<file path="config.mk">
export PLATFORM = sky130hd
export DESIGN_NAME = iso_pipe_ivl
export DESIGN_NICKNAME = d
export VERILOG_FILES = /design/src/rtl/iso_pipe_pkg.sv /design/src/rtl/iso_resp_sel.sv /design/src/rtl/iso_ivl_timer.sv /design/src/rtl/iso_flag_bank.sv /design/src/rtl/iso_pipe_ivl.sv
export SDC_FILE = /design/constraint.sdc
export NUM_CORES = 1
export LEC_CHECK = 0
export BUFFER_PORTS_ARGS = -buffer_cell sky130_fd_sc_hd__buf_4
export CORE_UTILIZATION = 57
export CTS_BUF_LIST = sky130_fd_sc_hd__clkbuf_4 sky130_fd_sc_hd__clkbuf_8
export DETAILED_ROUTE_END_ITERATION = 6
export GPL_TIMING_DRIVEN = 0
export PLACE_DENSITY = 0.85
export RECOVER_POWER = 25
export SYNTH_ARGS = -nofsm -noshare
export SYNTH_HDL_FRONTEND = slang
export SYNTH_HIERARCHICAL = 1
export SYNTH_SLANG_ARGS = --single-unit
</file>
<file path="constraint.sdc">
create_clock -name clk_i -period 2.8 [get_ports clk_i]
set_clock_uncertainty 0.2 [all_clocks]
set_input_delay 0.14 -clock clk_i [delete_from_list [all_inputs] [get_ports clk_i]]
set_output_delay 0.14 -clock clk_i [all_outputs]
set_load 0.005 [all_outputs]
</file>
<file path="src/rtl/iso_pipe_pkg.sv">
package iso_pipe_pkg;
  typedef enum logic [1:0] {
    RESP_NONE = 2'd0,
    RESP_DATA = 2'd1,
    RESP_ZLP  = 2'd2,
    RESP_DISC = 2'd3
  } resp_e;

  localparam int unsigned FLG_UNR  = 0;
  localparam int unsigned FLG_OVR  = 1;
  localparam int unsigned FLG_NRDY = 2;
  localparam int unsigned FLG_IVL  = 3;
  localparam int unsigned NFLG     = 4;
endpackage

</file>
<file path="src/rtl/iso_resp_sel.sv">
module iso_resp_sel
  import iso_pipe_pkg::*;
#(
  parameter  int unsigned NBUF  = 2,
  localparam int unsigned PTR_W = (NBUF > 1) ? $clog2(NBUF) : 1
) (
  input  logic             clk_i,
  input  logic             rst_ni,
  input  logic             en_i,
  input  logic             dir_in_i,
  input  logic             tok_i,
  input  logic             tok_dir_in_i,
  input  logic [NBUF-1:0]  buf_rdy_i,
  output logic             hit_o,
  output logic             normal_o,
  output logic             resp_vld_o,
  output resp_e            resp_o,
  output logic [PTR_W-1:0] resp_buf_o,
  output logic             swap_o,
  output logic             unr_o,
  output logic             ovr_o
);
  logic [PTR_W-1:0] ptr_q, ptr_nxt;
  logic             hit, rdy;
  resp_e            resp_d;

  assign hit      = en_i && tok_i && (tok_dir_in_i == dir_in_i);
  assign rdy      = buf_rdy_i[ptr_q];
  assign hit_o    = hit;
  assign normal_o = hit && rdy;
  assign ptr_nxt  = (ptr_q == PTR_W'(NBUF - 1)) ? '0 : ptr_q + 1'b1;

  always_comb begin
    if (!hit)          resp_d = RESP_NONE;
    else if (rdy)      resp_d = RESP_DATA;
    else if (dir_in_i) resp_d = RESP_ZLP;
    else               resp_d = RESP_DISC;
  end

  always_ff @(posedge clk_i or negedge rst_ni) begin
    if (!rst_ni) begin
      ptr_q      <= '0;
      resp_vld_o <= 1'b0;
      resp_o     <= RESP_NONE;
      resp_buf_o <= '0;
      swap_o     <= 1'b0;
      unr_o      <= 1'b0;
      ovr_o      <= 1'b0;
    end else begin
      resp_vld_o <= hit;
      resp_o     <= resp_d;
      resp_buf_o <= ptr_q;
      swap_o     <= hit && rdy;
      unr_o      <= hit && !rdy && dir_in_i;
      ovr_o      <= hit && !rdy && !dir_in_i;
      if (!en_i)          ptr_q <= '0;
      else if (hit && rdy) ptr_q <= ptr_nxt;
    end
  end
endmodule

</file>
<file path="src/rtl/iso_ivl_timer.sv">
module iso_ivl_timer #(
  parameter int unsigned IVW = 4
) (
  input  logic           clk_i,
  input  logic           rst_ni,
  input  logic           en_i,
  input  logic           dir_in_i,
  input  logic [IVW-1:0] interval_i,
  input  logic           sof_i,
  input  logic           hit_i,
  input  logic           normal_i,
  output logic           flush_o,
  output logic           oerr_o
);
  localparam int unsigned CNT_W = (1 << IVW) - 1;

  logic             armed_q, seen_q;
  logic [CNT_W-1:0] cnt_q, lim;

  // last frame index of a 2^N window
  assign lim = CNT_W'((32'd1 << interval_i) - 32'd1);

  always_ff @(posedge clk_i or negedge rst_ni) begin
    if (!rst_ni) begin
      armed_q <= 1'b0;
      seen_q  <= 1'b0;
      cnt_q   <= '0;
      flush_o <= 1'b0;
      oerr_o  <= 1'b0;
    end else begin
      flush_o <= 1'b0;
      oerr_o  <= 1'b0;
      if (!en_i) begin
        armed_q <= 1'b0;
        seen_q  <= 1'b0;
        cnt_q   <= '0;
      end else if (!armed_q) begin
        if (interval_i == '0) begin
          if (sof_i) begin
            armed_q <= 1'b1;
            seen_q  <= 1'b0;
            cnt_q   <= '0;
          end
        end else if (normal_i) begin
          armed_q <= 1'b1;
          seen_q  <= 1'b1;
          cnt_q   <= '0;
        end
      end else if (sof_i) begin
        if (cnt_q >= lim) begin
          cnt_q  <= '0;
          seen_q <= hit_i;
          if (!seen_q) begin
            flush_o <= dir_in_i;
            oerr_o  <= !dir_in_i;
          end
        end else begin
          cnt_q  <= cnt_q + 1'b1;
          seen_q <= seen_q || hit_i;
        end
      end else if (hit_i) begin
        seen_q <= 1'b1;
      end
    end
  end
endmodule

</file>
<file path="src/rtl/iso_flag_bank.sv">
module iso_flag_bank #(
  parameter int unsigned NF = 4
) (
  input  logic          clk_i,
  input  logic          rst_ni,
  input  logic [NF-1:0] set_i,
  input  logic [NF-1:0] clr_i,
  output logic [NF-1:0] q_o
);
  for (genvar k = 0; k < NF; k++) begin : g_flag
    always_ff @(posedge clk_i or negedge rst_ni) begin
      if (!rst_ni) q_o[k] <= 1'b0;
      else         q_o[k] <= set_i[k] || (q_o[k] && !clr_i[k]);
    end
  end
endmodule

</file>
<file path="src/rtl/iso_pipe_ivl.sv">
module iso_pipe_ivl
  import iso_pipe_pkg::*;
#(
  parameter  int unsigned NBUF  = 2,
  parameter  int unsigned IVW   = 4,
  localparam int unsigned PTR_W = (NBUF > 1) ? $clog2(NBUF) : 1
) (
  input  logic             clk_i,
  input  logic             rst_ni,
  input  logic             pipe_en_i,
  input  logic             pipe_dir_in_i,
  input  logic [IVW-1:0]   interval_i,
  input  logic             sof_i,
  input  logic             tok_i,
  input  logic             tok_dir_in_i,
  input  logic [NBUF-1:0]  buf_rdy_i,
  input  logic [NFLG-1:0]  clr_i,
  output logic             resp_vld_o,
  output logic [1:0]       resp_o,
  output logic [PTR_W-1:0] resp_buf_o,
  output logic             swap_o,
  output logic             flush_o,
  output logic             unr_o,
  output logic             ovr_o,
  output logic [NFLG-1:0]  flags_o
);
  logic            hit, normal, oerr;
  resp_e           resp;
  logic [NFLG-1:0] flg_set;

  iso_resp_sel #(.NBUF(NBUF)) u_resp (
    .clk_i        (clk_i),
    .rst_ni       (rst_ni),
    .en_i         (pipe_en_i),
    .dir_in_i     (pipe_dir_in_i),
    .tok_i        (tok_i),
    .tok_dir_in_i (tok_dir_in_i),
    .buf_rdy_i    (buf_rdy_i),
    .hit_o        (hit),
    .normal_o     (normal),
    .resp_vld_o   (resp_vld_o),
    .resp_o       (resp),
    .resp_buf_o   (resp_buf_o),
    .swap_o       (swap_o),
    .unr_o        (unr_o),
    .ovr_o        (ovr_o)
  );

  iso_ivl_timer #(.IVW(IVW)) u_timer (
    .clk_i      (clk_i),
    .rst_ni     (rst_ni),
    .en_i       (pipe_en_i),
    .dir_in_i   (pipe_dir_in_i),
    .interval_i (interval_i),
    .sof_i      (sof_i),
    .hit_i      (hit),
    .normal_i   (normal),
    .flush_o    (flush_o),
    .oerr_o     (oerr)
  );

  always_comb begin
    flg_set           = '0;
    flg_set[FLG_UNR]  = unr_o;
    flg_set[FLG_OVR]  = ovr_o;
    flg_set[FLG_NRDY] = ovr_o || oerr;
    flg_set[FLG_IVL]  = flush_o || oerr;
  end

  iso_flag_bank #(.NF(NFLG)) u_flags (
    .clk_i  (clk_i),
    .rst_ni (rst_ni),
    .set_i  (flg_set),
    .clr_i  (clr_i),
    .q_o    (flags_o)
  );

  assign resp_o = resp;
endmodule

</file>
==> Word-level counts from Yosys, hierarchy flattened <==
Cells that the tools add are included.
W data, S select, Z words.
{ "classes": {"muxes": 38, "n_eq_ne": 7, "add_sub_neg": 3, "shifts": 1, "reduce_logical": 26, "order_cmp": 2} }
{ "ops": {"columns": ["cell", "count"], "rows": [
  ["$mux W15", 7],
  ["$mux W1", 29],
  ["$add A15 B1 Y15 const B", 1],
  ["$ge A15 B15 Y1", 1],
  ["$shl A1 B4 Y15 const A", 1],
  ["$sub A15 B1 Y15 const B", 1],
  ["$logic_and A1 B1 Y1", 10],
  ["$logic_or A1 B1 Y1", 7],
  ["$logic_not A1 Y1", 6],
  ["$ne A3 B3 Y1 const B", 2],
  ["$reduce_and A3 Y1", 2],
  ["$logic_not A4 Y1", 1],
  ["$mux W2", 2],
  ["$ne A4 B1 Y1 const B", 1],
  ["$ne A4 B3 Y1 const B", 1],
  ["$ne A4 B4 Y1 const B", 1],
  ["$lt A1 B2 Y1 const B", 1],
  ["$ne A2 B1 Y1 const B", 1],
  ["$add A1 B1 Y1 const B", 1],
  ["$eq A1 B1 Y1", 1]
]} }
{ "totals": {"output_inout_bits": 12, "register_bits": 31} }

==> Longest topological paths before layout <==
{ "depth": {"depth_word": 7, "ltp_mapped": 16, "ltp_nobuf": 13} }

==> By module <==
The synthesis kept the hierarchy.
{ "by_module_without_submodules": {"columns": ["module", "seq_area_each_um2", "n_inst", "cells_each", "area_each_um2"], "rows": [
  ["iso_ivl_timer", 475.5, 1, 200, 1655.3],
  ["iso_resp_sel", 200.2, 1, 22, 302.8],
  ["iso_flag_bank", 100.1, 1, 12, 145.1],
  ["iso_pipe_ivl", 0.0, 1, 2, 12.5]
]} }

==> Worst setup path before layout <==
No wires, ideal clock.
{ "synth_timing": {"path_type": "input-to-reg", "start": "input interval_i[0]", "end": "register u_timer.cnt_q[3]", "path_buffers": 3, "arrival_time_ns": 2.672, "slack_ns": -0.201, "cell_stages": 15, "setup_time_ns": 0.129, "path_cell_list": "buf_2 -> nor4_4 -> inv_1 -> ha_1 -> clkbuf_1 -> nor3_1 -> a21o_1 -> a32oi_1 -> ha_1 -> nand4_1 -> nor4_1 -> a211oi_2 -> buf_2 -> a31oi_1 -> o22ai_1"} }
{ "synth_via": {"elab_chain_cells": 7, "word_cells_on_any_way": 12, "classes_between": "1 x add/sub; 1 x order compare; 2 x eq/ne; 1 x shift; 5 x mux; 2 x reduce/logical"} }
{ "synth_lines": {"columns": ["item", "line_no", "text"], "rows": [
  ["from (decl)", "iso_pipe_ivl.sv:12", "input logic [IVW-1:0] interval_i,"],
  ["$shl A1 B4 Y15", "iso_ivl_timer.sv:21", "assign lim = CNT_W'((32'd1 << interval_i) - 32'd1);"],
  ["$sub A15 B1 Y15", "iso_ivl_timer.sv:21", null],
  ["$ge A15 B15 Y1", "iso_ivl_timer.sv:50", "if (cnt_q >= lim) begin"],
  ["$mux W15", "iso_ivl_timer.sv:50", null],
  ["$mux W15", "iso_ivl_timer.sv:49", "end else if (sof_i) begin"],
  ["$mux W15", "iso_ivl_timer.sv:37", "end else if (!armed_q) begin"],
  ["$mux W15", "iso_ivl_timer.sv:33", "if (!en_i) begin"],
  ["to (signal assigned)", "iso_ivl_timer.sv:58", "cnt_q <= cnt_q + 1'b1;"],
  ["to (decl)", "iso_ivl_timer.sv:18", "logic [CNT_W-1:0] cnt_q, lim;"]
]} }
Parallel ways exist; a longest one is shown, timed or not. The select of a mux whose other input is x is not followed.
A chain may end at the register's enable or synchronous reset.

==> Worst setup path in the final report <==
{ "layout_timing": {"start": "input interval_i[3]", "end": "register u_timer.cnt_q[7]"} }
Same word-level chain as after synthesis.

==> impl_metrics.tcl <==
set metrics [dict create \
    p_leak_uw 0.00133 \
    cts_tree "done" \
    htree_levels 2 \
    met3_length_um 464 \
    drc 0 \
    drive_above_1_share 0.306 \
    num_vias 2262 \
    grt_pass1_wl_um 9870 \
    hold_viol 0 \
    wl_met1_um 2620 \
    fin_cells 340 \
    critical_path_required_ps 2730 \
    worstMarginPinSlew_ps 1640 \
    gr-total-overflow 0 \
    area_growth_syn_to_layout_pct 40.4 \
    worstReg2RegStart "u_resp/ptr_q" \
    ys_seq_area_frac 0.367 \
    ant_nets 0 \
    end_kind "flop" \
    cpMaxStageDelayCell "nor4_4" \
    switching_share 0.261 \
    slew_violations 32 \
    synth_nets 270 \
    antenna_found_initial 0 \
    vdd_ir_drop_max_mv 0.385 \
    syn_area_sq_um 2120 \
    startpoint "interval_i[3]" \
    ios 29 \
    highest_layer "met4" \
    setup_slack_ps -130 \
    cp_common_cell "nor4_4" \
    wl_met2_um 3580 \
    synth_warnings 6 \
    clkSinkCount 31 \
    via_per_inst 6.65 \
    antenna_cells 0 \
    num_rows 21 \
    grt_pass1_vias 2117 \
    drt-initial-drc-count 203 \
    layout_commonest_cell "buf_4" \
    placed_area_sq_um 2400 \
    clkPwrFrac 0.405 \
    synthFlopType "dfrtp_1" \
    clk_latency_ps 280 \
    path_class "in -> reg" \
    grt_max_degree 32 \
    die_w_um 62.9 \
    gp_congestion 0.826 \
    worstHoldStart "interval_i[3]" \
    critPathArrivalTime_ps 2860 \
    wire_per_inst_um 20.4 \
    num-nets-final 327 \
    crit_path_max_fanout 6 \
    synth_seq_cells 31 \
    p_int_uw 841 \
    hpwl_um 3590 \
    first_pass_iters 5 \
    core_area_sq_um 3440 \
    fmax_mhz 341 \
    clk_path_buf_depth 2 \
    rsz0062_at_grt "yes" \
    fin_area_sq_um 2970 \
    slowest_delay_ps 400 \
    portBuffers 28 \
    maxCapViolCount 1 \
    post-place-cells 310 \
    synth_cells 236 \
    power.density_nw_per_um2 383 \
    min_period_over_period 1.05 \
    p_comb_frac 0.186 \
    dp_slack_ps -551 \
    power_frac_seq 0.409 \
    status "complete, but fails checks" \
    start_util 0.615 \
    synthArstFlopShare 1.00 \
    min_period_ps 2930 \
    routed_wirelength_um 6940 \
    post_synth.cell_area_avg_sq_um 8.97 \
    cts_buffers 5 \
    fill_cells 169 \
    die_area_sq_um 3960 \
    relSlewSlack -0.0945 \
    synth_edf_count 0 \
    die_h_um 62.9 \
    setup_viol 17 \
    grt_usage 0.321 \
    crit_chain "buf_12 -> nor4_4 -> inv_2 -> ha_4 -> nor2_4 -> nand3b_1 -> o21ai_1 -> a22oi_1 -> ha_1 -> nand4_1 -> nor4_4 -> a211oi_4 -> buf_4 -> a41oi_2 -> a31oi_1" \
    yosysUniqueCellTypes 50 \
    power_uw 1140 \
    clockRootBuffer "clkbuf_8" \
    violations "capacitance limit, slew limit, setup timing" \
    start_kind "primary input" \
    power.switching_uw 297 \
    hold_class "in -> reg" \
    clk_pin_slew_ps 70 \
    layout_common_cells "buf_4, dfrtp_1, nand2_1, a21oi_1, inv_1" \
]
-- worst paths after layout --
kind                               endpoint  cells after the start  slack, ps
min in group asynchronous    u_flags/q_o[3]                      2        630
max in group asynchronous  u_timer/cnt_q[5]                      2        810
max reg2reg                u_timer/cnt_q[6]                      9        240
max                        u_timer/cnt_q[7]                     15       -130
min reg2reg                  u_flags/q_o[0]                      1        270
min                         u_timer/armed_q                      3         30
-- power by group through the flow --
stage          combinational [uW]  clock [uW]  sequential [uW]
2_1_floorplan                86.0           0              472
3_3_place_gp                  146           0              472
3_5_place_dp                  150           0              473
4_1_cts                       169         460              464
5_1_grt                       225         481              467
6_report                      211         461              466
-- per-layer routing --
| layer | vias to the layer above | global-route usage |
|---|---|---|
| met4 | 0 | 0.148 |
| met3 | 39 | 0.0675 |
| met1 | 1083 | 0.349 |
| met2 | 142 | 0.587 |
| li1 | 998 | - |
| met5 | - | 0 |
-- critical path: cells and delay by family --
kind	cells	cell delay, ps
buffers and inverters	3	380
and+or+nand+nor	5	1230
adders and majority gates	2	550
AOI/OAI and AO/OA	5	550
-- synth_stat cells (4+ instances only) --
cell type / count / area [sq um]
a21o_1: 5 / 37.5
a21oi_1: 20 / 100
a311oi_1: 4 / 35.0
a31oi_1: 7 / 43.8
and3_1: 6 / 37.5
clkbuf_1: 5 / 18.8
dfrtp_1: 31 / 776
ha_1: 17 / 213
inv_1: 18 / 67.6
nand2_1: 20 / 75.1
nand3_1: 12 / 60.1
nand4_1: 10 / 62.6
nor2_1: 6 / 22.5
nor3_1: 6 / 30.0
o21ai_0: 9 / 45.0
o21ai_1: 4 / 20.0
xnor2_1: 5 / 43.8
-- logic make-up (layout without fill, tap and decap cells) --
kind of cell    after synthesis  after routing  synth area share
simple gates                 84             84             0.228
compound gates               69             69             0.213
flops                        31             31             0.367
buf+inv                      28             86            0.0585
fa+ha+maj                    17             17             0.101
xor+xnor                      6              6            0.0284
mux                           1              1           0.00473
-- state kept, by name, indices dropped and copies added, names as in the netlist --
| register | count |
|---|---|
| u_timer/seen_q | 1 |
| u_flags/q_o | 4 |
| u_resp/ptr_q | 1 |
| u_resp/resp_o | 2 |
| u_timer/armed_q | 1 |
| u_resp/resp_vld_o | 1 |
| u_resp/unr_o | 1 |
| u_resp/ovr_o | 1 |
| u_timer/cnt_q | 15 |
| u_timer/flush_o | 1 |
| u_resp/swap_o | 1 |
| u_timer/oerr_o | 1 |
| u_resp/resp_buf_o | 1 |
-- final cells by class --
type                       count  area, sq um  area share
buffer                         8         87.6      0.0295
sequential                    31          776       0.261
tap                           46         57.6      0.0194
clock buffer                   6         82.6      0.0278
clock inverter                 2         35.0      0.0118
multi-input combinational    177         1420       0.479
inverter                      18         67.6      0.0227
timing repair buffer          52          442       0.149
-- stage by stage --
step                       util  hold WS (ps)  setup TNS, ps
after global placement    0.698          -107          -8530
after floorplan               -          -356              0
after global routing      0.863          48.5          -2870
final                     0.863          29.2          -1600
after detailed placement  0.698          -109          -9000
after CTS                 0.778          36.5              0
-- what timing repair did --
action / 4_1_cts / 5_1_grt
cloned: 0 / 2
hold endpoints to repair: 41 / 0
buffers inserted: 4 / 10
gates resized for setup: 14 / 45
endpoints found under the setup margin: 18 / 18
hold buffers: 9 / 0
pin swaps: 6 / 16
Power figures use the tool's default switching activity.
